### src/rtl/vend_pkg.sv
package vend_pkg;
  localparam int unsigned VAL_W = 8;

  typedef enum logic [1:0] {
    ST_RESET = 2'b00,
    ST_IDLE  = 2'b01,
    ST_ACCUM = 2'b10,
    ST_VEND  = 2'b11
  } vend_state_t;
endpackage

### src/rtl/vend_credit.sv
module vend_credit #(
  parameter int unsigned W = vend_pkg::VAL_W
) (
  input  logic         clk,
  input  logic         rst,
  input  logic         take_coin,
  input  logic [W-1:0] coin_value,
  input  logic         credit_clr,
  input  logic         credit_ld,
  input  logic [W-1:0] price,
  output logic         below_price,
  output logic [W-1:0] credit
);
  localparam logic [W-1:0] SAT_MAX = '1;

  logic [W-1:0] coin_q;
  logic [W:0]   sum_wide;
  logic [W-1:0] sum_sat;

  always_ff @(posedge clk) begin
    if (rst)            coin_q <= '0;
    else if (take_coin) coin_q <= coin_value;
  end

  always_comb begin
    sum_wide = {1'b0, credit} + {1'b0, coin_q};
    sum_sat  = sum_wide[W] ? SAT_MAX : sum_wide[W-1:0];
  end

  always_ff @(posedge clk) begin
    if (rst || credit_clr) credit <= '0;
    else if (credit_ld)    credit <= sum_sat;
  end

  assign below_price = credit < price;
endmodule

### src/rtl/vend_fsm.sv
module vend_fsm
  import vend_pkg::*;
(
  input  logic        clk,
  input  logic        rst,
  input  logic        coin_valid,
  input  logic        below_price,
  output logic        coin_ready,
  output logic        take_coin,
  output logic        credit_clr,
  output logic        credit_ld,
  output logic        dispense,
  output vend_state_t state
);
  vend_state_t state_nx;

  always_comb begin
    state_nx = state;
    unique case (state)
      ST_RESET: state_nx = ST_IDLE;
      ST_IDLE: begin
        if (coin_valid)        state_nx = ST_ACCUM;
        else if (!below_price) state_nx = ST_VEND;
      end
      ST_ACCUM: state_nx = ST_IDLE;
      ST_VEND:  state_nx = ST_RESET;
      default:  state_nx = ST_RESET;
    endcase
  end

  always_ff @(posedge clk) begin
    if (rst) state <= ST_RESET;
    else     state <= state_nx;
  end

  assign coin_ready = (state == ST_IDLE);
  assign take_coin  = coin_ready && coin_valid;
  assign credit_clr = (state == ST_RESET);
  assign credit_ld  = (state == ST_ACCUM);
  assign dispense   = (state == ST_VEND);
endmodule

### src/rtl/vend_unit.sv
module vend_unit
  import vend_pkg::*;
#(
  parameter int unsigned W = VAL_W
) (
  input  logic         clk,
  input  logic         rst,
  input  logic         coin_valid,
  output logic         coin_ready,
  input  logic [W-1:0] coin_value,
  input  logic [W-1:0] price,
  output logic         dispense
);
  logic        take_coin;
  logic        credit_clr;
  logic        credit_ld;
  logic        below_price;
  logic [W-1:0] credit;
  vend_state_t state;

  vend_fsm u_fsm (
    .clk        (clk),
    .rst        (rst),
    .coin_valid (coin_valid),
    .below_price(below_price),
    .coin_ready (coin_ready),
    .take_coin  (take_coin),
    .credit_clr (credit_clr),
    .credit_ld  (credit_ld),
    .dispense   (dispense),
    .state      (state)
  );

  vend_credit #(.W(W)) u_credit (
    .clk        (clk),
    .rst        (rst),
    .take_coin  (take_coin),
    .coin_value (coin_value),
    .credit_clr (credit_clr),
    .credit_ld  (credit_ld),
    .price      (price),
    .below_price(below_price),
    .credit     (credit)
  );
endmodule

### config.mk
export PLATFORM = sky130hd
export DESIGN_NAME = vend_unit
export DESIGN_NICKNAME = d
export VERILOG_FILES = /design/src/rtl/vend_pkg.sv /design/src/rtl/vend_credit.sv /design/src/rtl/vend_fsm.sv /design/src/rtl/vend_unit.sv
export SDC_FILE = /design/constraint.sdc
export NUM_CORES = 1
export LEC_CHECK = 0
export ABC_AREA = 1
export BUFFER_PORTS_ARGS = -buffer_cell sky130_fd_sc_hd__buf_2
export CORE_ASPECT_RATIO = 1.2
export CORE_MARGIN = 3
export CORE_UTILIZATION = 55
export DETAILED_ROUTE_END_ITERATION = 12
export GPL_TIMING_DRIVEN = 0
export PLACE_DENSITY = 0.78
export SLEW_MARGIN = 20
export SYNTH_ARGS = -nofsm -noshare
export SYNTH_HDL_FRONTEND = slang
export SYNTH_SLANG_ARGS = --single-unit
### constraint.sdc
create_clock -name clk -period 2.2 [get_ports clk]
set_clock_uncertainty 0.2 [all_clocks]
set_input_delay 0.44 -clock clk [delete_from_list [all_inputs] [get_ports clk]]
set_output_delay 0.44 -clock clk [all_outputs]
set_load 0.01 [all_outputs]
==> impl_metrics.env <==
export IMPL_status="completed"
export IMPL_gp_congestion=0.7943
export IMPL_placed_cell_area_um2=1401
export IMPL_path_class="reg -> out"
export IMPL_power_density_nw_per_um2=500.8
export IMPL_fillCellCount=212
export IMPL_cts_buffers=3
export IMPL_io_pins=21
export IMPL_worst_ep_required_time_ns=1.56
export IMPL_drtIter0Drc=17
export IMPL_syn_avg_cell_area_um2=6.785
export IMPL_cp_start_kind="flip-flop"
export IMPL_synth_cell_types=24
export IMPL_hold_viol=0
export IMPL_crit_fanout=10
export IMPL_firstDrtPassIters=4
export IMPL_maxSlewViolCount=0
export IMPL_yosysSeqAreaShare_pct=28.40
export IMPL_total_power_uw=713.1
export IMPL_placed_cells=236
export IMPL_vias_per_cell=4.925
export IMPL_core_area_um2=2117
export IMPL_fin_area_um2=1424
export IMPL_place_hpwl_um=2146
export IMPL_dieWidth_um=49.85
export IMPL_syn_nets=222
export IMPL_cts_tree="yes"
export IMPL_final_common_cell="nand2_1"
export IMPL_synth_seq_cells=18
export IMPL_worst_ir_drop_vdd_v=0.0003740
export IMPL_drive_gt1_share_pct=16.27
export IMPL_n_antenna_cell=0
export IMPL_portBuffers=19
export IMPL_root_buffer="clkbuf_4"
export IMPL_grt_setup_unrepaired="no"
export IMPL_synth_area_top_cells="dfxtp_1 (28%), ha_1 (15%), nand2_1 (14%)"
export IMPL_crit_top_cell="buf_6"
export IMPL_grt_pass1_wl_um=4754
export IMPL_period_share_pct=89.82
export IMPL_start_util_pct=59.93
export IMPL_floorplan_rows=18
export IMPL_ys_warn_count=0
export IMPL_cts_sinks=18
export IMPL_cts_setup_buffers=0
export IMPL_vias=1177
export IMPL_maxCapViolCount=0
export IMPL_slew_headroom_pct=73.62
export IMPL_hp_class="in -> reg"
export IMPL_crit_arrival_ns=1.34
export IMPL_syn_inst=187
export IMPL_period_needed_ns=1.976
export IMPL_htree_levels=1
export IMPL_worst_pin_slew_ns=0.3957
export IMPL_grt_max_degree=11
export IMPL_area_delta_synth_final_pct=12.23
export IMPL_ff2ff_path_depth=8
export IMPL_p_leak_uw=0.0007985
export IMPL_track_usage_pct=20.48
export IMPL_path_cells="inv_2 -> buf_6 -> nor2_4 -> buf_6 -> buf_2"
export IMPL_tns_ns=0
export IMPL_fmax_ghz=0.5060
export IMPL_mostFrequentLayoutCells="nand2_1 (48), inv_1 (28), nor2_1 (19), buf_2 (19), dfxtp_1 (18)"
export IMPL_synth_largest_area_cell="dfxtp_1"
export IMPL_setup_worst_path_end_class="output port"
export IMPL_synth_area_um2=1269
export IMPL_cts_resized=0
export IMPL_grt_ovfl_total=0
export IMPL_finalNonFillerCells=239
export IMPL_die_y_um=58.62
export IMPL_drtAntennaViolNets=0
export IMPL_whs_ns=0.2053
export IMPL_setup_viol=0
export IMPL_antenna_found_initial=0
export IMPL_drc=0
export IMPL_grt_pass1_vias=1228
export IMPL_cts_hold_buf=0
export IMPL_fin_nets=246
export IMPL_slowest_stage="dfxtp_1"
export IMPL_wl_per_cell_um=10.81
export IMPL_die_area_um2=2922
export IMPL_clk_pin_slew_ns=0.10
export IMPL_cpPeakStageDelay_ns=0.45
export IMPL_insertion_delay_ns=0.29
export IMPL_cts_buffer_depth=2
export IMPL_min_path_cells=3
export IMPL_synth_top_area_share_pct=28.40
export IMPL_routed_wl_um=2583
==> stage by stage <==
step | setup WS [ns] | utilization, %
6_report | 0.2239 | 67.26
5_1_grt | 0.1622 | 67.26
4_1_cts | 0.2276 | 67.26
3_5_place_dp | 0.2662 | 66.19
3_3_place_gp | 0.3130 | 66.19
2_1_floorplan | 0.4285 | -
==> worst paths after layout <==
path | startpoint | to | slack, ns
setup / recovery | u_fsm.state[0]$_SDFFE_PP0P_ | coin_ready | 0.22
hold / removal | coin_value[0] | u_credit.coin_q[0]$_SDFFE_PP0P_ | 0.21
setup reg to reg | u_credit.credit[0]$_SDFFE_PP0P_ | u_credit.credit[7]$_SDFFE_PP0P_ | 0.25
hold reg to reg | u_credit.coin_q[7]$_SDFFE_PP0P_ | u_credit.coin_q[7]$_SDFFE_PP0P_ | 0.27
==> logic make-up after synthesis <==
kind of cell    count (synthesis)  synth area share [%]
compound gates                 29                 12.33
buf+inv                        34                 11.54
xor+xnor                        3                 2.071
flops                          18                 28.40
fa+ha+maj                      16                 16.37
simple gates                   87                 29.29
==> state kept, by name (all words and copies together), names as in the netlist <==
register	count
u_credit.coin_q	8
u_credit.credit	8
u_fsm.state	2
==> Yosys cell counts <==
master,instances
a21oi_1,17
inv_2,2
nor2_4,2
dfxtp_1,18
xor2_1,2
o21a_1,1
ha_1,15
buf_4,1
buf_6,2
a31oi_1,1
nor3_1,1
xnor2_1,1
nand3_2,1
o21ai_0,5
nand2_2,1
inv_1,28
nor2_1,19
nand3_1,14
a21oi_2,2
clkbuf_1,1
nand2_1,48
o21ai_1,3
fa_1,1
nor2_2,1
==> critical path: cells and delay by family (launching register included) <==
kind          cells  cell delay, ns
buf+inv           4            0.49
simple gates      1            0.10
flops             1            0.45
==> layout make-up <==
type | count | area [um^2] | area share (%)
Timing Repair Buffer | 19 | 95.09 | 6.678
Buffer | 4 | 33.78 | 2.373
Clock buffer | 3 | 22.52 | 1.582
Multi-Input combinational cell | 135 | 762.0 | 53.51
Tap cell | 30 | 37.54 | 2.636
Sequential cell | 18 | 360.3 | 25.31
Inverter | 30 | 112.6 | 7.909
==> power breakdown <==
group          internal [uW]  switching, uW
Clock                   63.7            102
Combinational           77.0            102
Sequential               348           20.8
Total                    488            225
==> metal layers <==
metal  routed length, um  GRT usage, %  vias to the layer above
met5                   0             0                        -
met4                  14         9.881                        0
met3                  94         1.772                        2
met2                1336         39.13                       23
met1                1137         22.56                      514
li1                    -             -                      638
Power figures use the tool's default switching activity.
